<file path="src/rtl/hdlc_rx_pkg.sv">
package hdlc_rx_pkg;

  // Number of trailing data bits held back so that a flag's prefix is never taken as data.
  localparam int unsigned FLAG_PREFIX = 7;

  typedef enum logic [1:0] {
    ST_GOOD  = 2'd0,
    ST_CRC   = 2'd1,
    ST_ABORT = 2'd2,
    ST_LEN   = 2'd3
  } frm_stat_e;

  // One step of a right-shifting (reflected) CRC; widths up to 32 bits, unused upper bits zero.
  function automatic logic [31:0] crc_bit(input logic [31:0] crc, input logic din,
                                          input logic [31:0] poly);
    logic fb;
    fb = crc[0] ^ din;
    return (crc >> 1) ^ (fb ? poly : 32'd0);
  endfunction

  // Frame verdict at a closing flag.
  function automatic frm_stat_e judge(input logic octet_ok, input logic long_ok,
                                      input logic crc_ok);
    if (!octet_ok || !long_ok) return ST_LEN;
    if (!crc_ok) return ST_CRC;
    return ST_GOOD;
  endfunction

endpackage

</file>
<file path="src/rtl/hdlc_rx_linedec.sv">
module hdlc_rx_linedec (
  input  logic clk,
  input  logic rst_n,
  input  logic bit_en,
  input  logic bit_in,
  output logic ev_flag,
  output logic ev_abort,
  output logic ev_data
);
  logic [2:0] ones_q;
  logic       ev_stuff;

  always_comb begin
    ev_flag  = bit_en & ~bit_in & (ones_q == 3'd6);
    ev_abort = bit_en &  bit_in & (ones_q >= 3'd6);
    ev_stuff = bit_en & ~bit_in & (ones_q == 3'd5);
    ev_data  = bit_en & ~ev_flag & ~ev_abort & ~ev_stuff;
  end

  always_ff @(posedge clk) begin
    if (!rst_n) begin
      ones_q <= 3'd0;
    end else if (bit_en) begin
      if (bit_in) ones_q <= (ones_q == 3'd7) ? 3'd7 : ones_q + 3'd1;
      else        ones_q <= 3'd0;
    end
  end

  // an idle cycle leaves the run length untouched
  assert_idle_holds_run_R11: assert property (@(posedge clk) disable iff (!rst_n)
    !bit_en |=> $stable(ones_q));

endmodule

</file>
<file path="src/rtl/hdlc_rx_dly.sv">
module hdlc_rx_dly #(
  parameter int unsigned DEPTH = 7
) (
  input  logic clk,
  input  logic rst_n,
  input  logic clr,
  input  logic push,
  input  logic din,
  output logic cvld,
  output logic cbit
);
  localparam int unsigned FW = $clog2(DEPTH + 1);
  localparam logic [FW-1:0] FULL = FW'(DEPTH);

  logic [DEPTH-1:0] sr_q;
  logic [FW-1:0]    fill_q;

  assign cvld = push & ~clr & (fill_q == FULL);
  assign cbit = sr_q[DEPTH-1];

  always_ff @(posedge clk) begin
    if (!rst_n) begin
      sr_q   <= '0;
      fill_q <= '0;
    end else if (clr) begin
      fill_q <= '0;
    end else if (push) begin
      sr_q <= {sr_q[DEPTH-2:0], din};
      if (fill_q != FULL) fill_q <= fill_q + 1'b1;
    end
  end

  // the bits in front of a flag never reach the framer
  assert_clear_drains_R1: assert property (@(posedge clk) disable iff (!rst_n)
    clr |=> !cvld);

endmodule

</file>
<file path="src/rtl/hdlc_rx_framer.sv">
module hdlc_rx_framer
  import hdlc_rx_pkg::*;
#(
  parameter int unsigned CRC_W     = 16,
  parameter logic [31:0] CRC_POLY  = 32'h0000_8408,
  parameter logic [31:0] CRC_INIT  = 32'h0000_FFFF,
  parameter logic [31:0] CRC_MAGIC = 32'h0000_F0B8,
  parameter int unsigned FCS_BYTES = CRC_W / 8
) (
  input  logic       clk,
  input  logic       rst_n,
  input  logic       ev_flag,
  input  logic       ev_abort,
  input  logic       cvld,
  input  logic       cbit,
  output logic       hunting,
  output logic       out_valid,
  output logic [7:0] out_byte,
  output logic       out_sof,
  output logic       frm_end,
  output logic [1:0] frm_status
);
  localparam logic [31:0] MASK   = (CRC_W >= 32) ? 32'hFFFF_FFFF : ((32'd1 << CRC_W) - 32'd1);
  localparam logic [31:0] POLY_M = CRC_POLY & MASK;
  localparam int unsigned BC_W   = $clog2(FCS_BYTES + 2);
  localparam logic [BC_W-1:0] BC_MAX = BC_W'(FCS_BYTES + 1);
  localparam int unsigned BF_W   = $clog2(FCS_BYTES + 1);
  localparam logic [BF_W-1:0] BF_FULL = BF_W'(FCS_BYTES);

  logic             hunt_q, any_q, sof_pend_q;
  logic [2:0]       bitc_q;
  logic [BC_W-1:0]  bytec_q;
  logic [BF_W-1:0]  bfill_q;
  logic [7:0]       sh_q;
  logic [CRC_W-1:0] crc_q;
  logic [7:0]       bq_q [FCS_BYTES];

  logic       restart, byte_done, crc_ok;
  logic [7:0] byte_new;
  frm_stat_e  verdict;

  assign hunting   = hunt_q;
  assign restart   = ev_flag | ev_abort;
  assign byte_new  = {cbit, sh_q[7:1]};
  assign byte_done = cvld & (bitc_q == 3'd7);
  assign crc_ok    = (crc_q == CRC_MAGIC[CRC_W-1:0]);
  assign verdict   = judge(bitc_q == 3'd0, bytec_q == BC_MAX, crc_ok);

  always_ff @(posedge clk) begin
    if (!rst_n) begin
      hunt_q     <= 1'b1;
      any_q      <= 1'b0;
      sof_pend_q <= 1'b1;
      bitc_q     <= '0;
      bytec_q    <= '0;
      bfill_q    <= '0;
      sh_q       <= '0;
      crc_q      <= CRC_INIT[CRC_W-1:0];
      for (int i = 0; i < FCS_BYTES; i++) bq_q[i] <= '0;
      out_valid  <= 1'b0;
      out_byte   <= '0;
      out_sof    <= 1'b0;
      frm_end    <= 1'b0;
      frm_status <= '0;
    end else begin
      out_valid <= 1'b0;
      out_sof   <= 1'b0;
      frm_end   <= 1'b0;
      if (restart) begin
        if (!hunt_q && any_q) begin
          frm_end    <= 1'b1;
          frm_status <= ev_abort ? ST_ABORT : verdict;
        end
        hunt_q     <= ev_abort;
        any_q      <= 1'b0;
        sof_pend_q <= 1'b1;
        bitc_q     <= '0;
        bytec_q    <= '0;
        bfill_q    <= '0;
        crc_q      <= CRC_INIT[CRC_W-1:0];
      end else if (cvld) begin
        any_q  <= 1'b1;
        sh_q   <= byte_new;
        bitc_q <= bitc_q + 3'd1;
        crc_q  <= CRC_W'(crc_bit(32'(crc_q), cbit, POLY_M));
        if (byte_done) begin
          if (bytec_q != BC_MAX) bytec_q <= bytec_q + 1'b1;
          for (int i = 0; i < FCS_BYTES - 1; i++) bq_q[i] <= bq_q[i+1];
          bq_q[FCS_BYTES-1] <= byte_new;
          if (bfill_q == BF_FULL) begin
            out_valid  <= 1'b1;
            out_byte   <= bq_q[0];
            out_sof    <= sof_pend_q;
            sof_pend_q <= 1'b0;
          end else begin
            bfill_q <= bfill_q + 1'b1;
          end
        end
      end
    end
  end

  // while hunting, nothing leaves the block until a flag arrives
  assert_hunt_quiet_R4: assert property (@(posedge clk) disable iff (!rst_n)
    (hunt_q && !ev_flag) |=> (!out_valid && !frm_end));
  // the start marker only travels with a byte
  assert_sof_with_byte_R5: assert property (@(posedge clk) disable iff (!rst_n)
    out_sof |-> out_valid);
  // a frame end is followed by a fresh, empty frame
  assert_end_then_quiet_R9: assert property (@(posedge clk) disable iff (!rst_n)
    frm_end |=> (!frm_end && !out_valid));
  // outputs are single-cycle pulses
  assert_byte_pulse_R12: assert property (@(posedge clk) disable iff (!rst_n)
    out_valid |=> !out_valid);

endmodule

</file>
<file path="src/rtl/hdlc_rx.sv">
module hdlc_rx
  import hdlc_rx_pkg::*;
#(
  parameter int unsigned CRC_W     = 16,
  parameter logic [31:0] CRC_POLY  = 32'h0000_8408,
  parameter logic [31:0] CRC_INIT  = 32'h0000_FFFF,
  parameter logic [31:0] CRC_MAGIC = 32'h0000_F0B8
) (
  input  logic       clk,
  input  logic       rst_n,
  input  logic       rx_en,
  input  logic       rx_bit,
  output logic       out_valid,
  output logic [7:0] out_byte,
  output logic       out_sof,
  output logic       frm_end,
  output logic [1:0] frm_status
);
  localparam int unsigned FCS_BYTES = CRC_W / 8;

  logic ev_flag, ev_abort, ev_data;
  logic hunting, cvld, cbit;

  hdlc_rx_linedec u_dec (
    .clk      (clk),
    .rst_n    (rst_n),
    .bit_en   (rx_en),
    .bit_in   (rx_bit),
    .ev_flag  (ev_flag),
    .ev_abort (ev_abort),
    .ev_data  (ev_data)
  );

  hdlc_rx_dly #(.DEPTH(FLAG_PREFIX)) u_dly (
    .clk   (clk),
    .rst_n (rst_n),
    .clr   (ev_flag | ev_abort | hunting),
    .push  (ev_data),
    .din   (rx_bit),
    .cvld  (cvld),
    .cbit  (cbit)
  );

  hdlc_rx_framer #(
    .CRC_W     (CRC_W),
    .CRC_POLY  (CRC_POLY),
    .CRC_INIT  (CRC_INIT),
    .CRC_MAGIC (CRC_MAGIC),
    .FCS_BYTES (FCS_BYTES)
  ) u_frm (
    .clk        (clk),
    .rst_n      (rst_n),
    .ev_flag    (ev_flag),
    .ev_abort   (ev_abort),
    .cvld       (cvld),
    .cbit       (cbit),
    .hunting    (hunting),
    .out_valid  (out_valid),
    .out_byte   (out_byte),
    .out_sof    (out_sof),
    .frm_end    (frm_end),
    .frm_status (frm_status)
  );

  // no bit is committed to a frame while the receiver hunts
  assert_commit_outside_hunt_R10: assert property (@(posedge clk) disable iff (!rst_n)
    cvld |-> !hunting);

endmodule

</file>
<file path="config.mk">
export PLATFORM = sky130hd
export DESIGN_NAME = hdlc_rx
export DESIGN_NICKNAME = d
export VERILOG_FILES = /design/src/rtl/hdlc_rx_pkg.sv /design/src/rtl/hdlc_rx_linedec.sv /design/src/rtl/hdlc_rx_dly.sv /design/src/rtl/hdlc_rx_framer.sv /design/src/rtl/hdlc_rx.sv
export SDC_FILE = /design/constraint.sdc
export NUM_CORES = 1
export LEC_CHECK = 0
export ABC_AREA = 1
export CAP_MARGIN = 20
export CORE_ASPECT_RATIO = 2
export CORE_MARGIN = 3
export CORE_UTILIZATION = 60
export CTS_CLUSTER_DIAMETER = 200
export DETAILED_ROUTE_END_ITERATION = 8
export DONT_BUFFER_PORTS = 1
export PLACE_DENSITY = 0.74
export SETUP_SLACK_MARGIN = 0.05
export SLEW_MARGIN = 40
export SYNTH_ARGS = -nofsm -noshare
export SYNTH_HDL_FRONTEND = slang
export SYNTH_SLANG_ARGS = --single-unit
export TNS_END_PERCENT = 30
</file>
<file path="constraint.sdc">
create_clock -name clk -period 5.8 [get_ports clk]
set_input_delay 0.29 -clock clk [delete_from_list [all_inputs] [get_ports clk]]
set_output_delay 0.29 -clock clk [all_outputs]
set_load 0.02 [all_outputs]
</file>
==> reports/qor.txt <==
Tot Pwr = 0.000928 W
Slew @ Worst Pin = 0.457 ns
CTS H-tree lvls = 3
vias in the first global route = 2085
register area = 1660 um^2
CTS Root Cell = clkbuf_8
Die W = 57.0 um
YS warnings = 0
IO buf count = 0
dpl ws = 3.52 ns
CTS resizes = 0
min Tclk post-route = 2.27 ns
via count = 2198
Critical R2R Launch = u_dec.ones_q[0]
max-cap viol count = 0
CTS sink count = 75
commonest cells after routing, fill and taps aside = nor2_1, dfxtp_1, nand2_1
Residual DRC = 0
worst-skew pair later-pin latency = 0.35 ns
Die H = 108 um
r2r setup slk = 3.53 ns
Synth Net Count = 380
Clock Path Buffers = 2
Slew HR = 69.5%
Detailed Place HPWL = 3560 um
initial antenna violation count = 0
Core Footprint = 4950 um^2
Cell Area, Synth = 3120 um^2
CTS tree = done
CTS Hold Bufs = 0
FMAX = 0.440 GHz
Wirelength per Cell = 12.0 um
outcome = finished, final reports clean
clk slew on worst S/H paths = 0.07 ns
largest net degree at the start of global routing = 43
most common cell after layout, fill and taps aside = nor2_1
total negative slack = 0 ns
RSZ-0062 raised after global routing = no
starting density of the core = 63.0%
Detail Route Antenna Nets = 0
post-synth top area cell = dfxtp_1
Worst EP arrival = 2.32 ns
gr usage total = 19.4%
ant diodes = 0
area delta synth->final = 5.57%
setup bufs post-CTS = 0
Pwr per Cell Area = 282 nW/um^2
vias per cell = 5.15
Yosys cell types = 32
Min-Delay Endpoint = u_frm.hunting
first-pass GRT wire length = 9090 um
IO Count = 17
fin crit share = 39.2%
register area share after synthesis = 53.2%
setup ws final = 3.53 ns
worst vdd ir = 201 uV
endpoint class of the critical path = flop
Worst Path Required = 5.84 ns
row count = 36
share of the synthesized area in the top cell type = 37.8%
fill count = 430
Hold Path Stages = 1
Worst Skew = 0.00451 ns
die area = 6160 um^2
area of the multi-input gates = 1160 um^2
detailed-router iteration count before antenna repair = 4
post-synthesis register bit count = 75
layout cells sized above 1 = 8.38%
critical path type = flop to flop
gr ovfl total = 0
nets = 379
endpoints failing setup = 0
CP Max Fanout = 42
reg2reg end = u_frm.bq_q[0][2]
R2R cell count = 10
Final Max Slew Viols = 0
final WL = 5140 um
leakage power = 1.49 nW
Worst Hold Launch = rst_n
cts bufs inserted = 9
startpoint types = flop
hold slack = 0.0477 ns
Fin. Hold Viols = 0
Gate Count Post-Synth = 366
Synth area leaders = dfxtp_1, edfxtp_1, nor2_1
Worst Hold Class = input port to flop
RePlAce Congestion = 0.813
DR iter-0 viols = 92
Mapped Avg Cell Area = 8.53 um^2
## cells by family (layout without fill, tap and decap cells)
kind of cell | after synthesis | in the layout | share of synthesized area, %
AOI/OAI and AO/OA | 62 | 62 | 10.5
xor gates and xnor gates | 3 | 3 | 0.841
adders and majority gates | 10 | 10 | 4.01
buffers and inverters | 70 | 74 | 9.50
DFF | 75 | 75 | 53.2
and+or+nand+nor | 146 | 146 | 22.0
## flip-flops by register name, summed over array words and instances, names as in the netlist, 2 cells and up
signal and cells:
u_dec.ones_q 3, u_dly.fill_q 3, u_dly.sr_q 7, u_frm.bfill_q 2, u_frm.bitc_q 3, u_frm.bq_q 16, u_frm.bytec_q 2, u_frm.crc_q 16
u_frm.frm_status 2, u_frm.out_byte 8, u_frm.sh_q 7
## cells in the mapped netlist
| master | count |
|---|---|
| clkbuf_1 | 1 |
| o211ai_1 | 2 |
| inv_2 | 5 |
| nand4_1 | 2 |
| inv_1 | 52 |
| nand2_4 | 3 |
| nand4_4 | 2 |
| nand2_2 | 2 |
| buf_6 | 3 |
| nand3_2 | 1 |
| xnor2_1 | 1 |
| nand3_1 | 12 |
| nor2_1 | 63 |
| o211ai_2 | 1 |
| a21oi_1 | 25 |
| edfxtp_1 | 16 |
| nor2_8 | 1 |
| buf_2 | 6 |
| nand2_1 | 54 |
| nor3_1 | 1 |
| buf_1 | 2 |
| nor2_4 | 1 |
| o21bai_1 | 2 |
| o21ai_1 | 9 |
| nand4_2 | 2 |
| xor2_1 | 2 |
| buf_4 | 1 |
| dfxtp_1 | 59 |
| nor3b_1 | 1 |
| nor2_2 | 1 |
| o21ai_0 | 23 |
| ha_1 | 10 |
## report_power, final
part,total [W],switching [W],internal (W)
registers,0.000540,0.00000221,0.000538
logic,0.0000162,0.0000115,0.00000469
clock network,0.000372,0.000175,0.000197
## layout make-up
cell class	count	share of cell area [%]
repair buffers	1	0.228
flip-flops and latches	75	50.4
well taps	57	2.16
clock buffers	13	4.21
multi-input cells	221	35.3
clock inverters	3	1.18
inverters	57	6.49
## critical path, cell delays in order, from the launching register on
cell and delay [ns]:
dfxtp_1 0.39, inv_1 0.06, ha_1 0.20, nand2_2 0.08, nand2_1 0.09, nand2_4 0.09, nand2_4 0.09, nor2_8 0.22
nand2_4 0.28, o21ai_1 0.21, buf_4 0.25
## per-stage QoR
| step | cells | utilization (%) | cell area [um^2] |
|---|---|---|---|
| floorplan | 366 | - | 3120 |
| global placement | 411 | 63.0 | 3120 |
| detailed placement | 411 | 63.0 | 3120 |
| CTS | 427 | 66.5 | 3300 |
| global route | 427 | 66.5 | 3300 |
| finish | 427 | 66.5 | 3300 |
## worst max-delay path by stage
stage | startpoint | to | slack (ns) | cells past startpoint
final | u_dec.ones_q[0] | u_frm.bq_q[0][2] | 3.53 | 10
after global routing | u_dec.ones_q[0] | u_frm.bq_q[0][6] | 3.32 | 10
after CTS | u_dec.ones_q[0] | u_frm.bq_q[0][1] | 3.51 | 10
after detailed placement | u_dec.ones_q[0] | u_frm.bq_q[0][6] | 3.52 | 10
after global placement | u_dec.ones_q[0] | u_frm.bq_q[0][6] | 3.58 | 10
after floorplan | u_dec.ones_q[0] | u_frm.bq_q[0][0] | 2.88 | 10
## per-layer routing
metal	GRT usage, %	vias to the layer above	routed length [um]
met5	0	-	0
met4	11.1	0	141
met1	21.0	1008	2110
met2	33.4	27	2740
li1	-	1152	-
met3	5.02	11	145
Power figures use the tool's default switching activity.
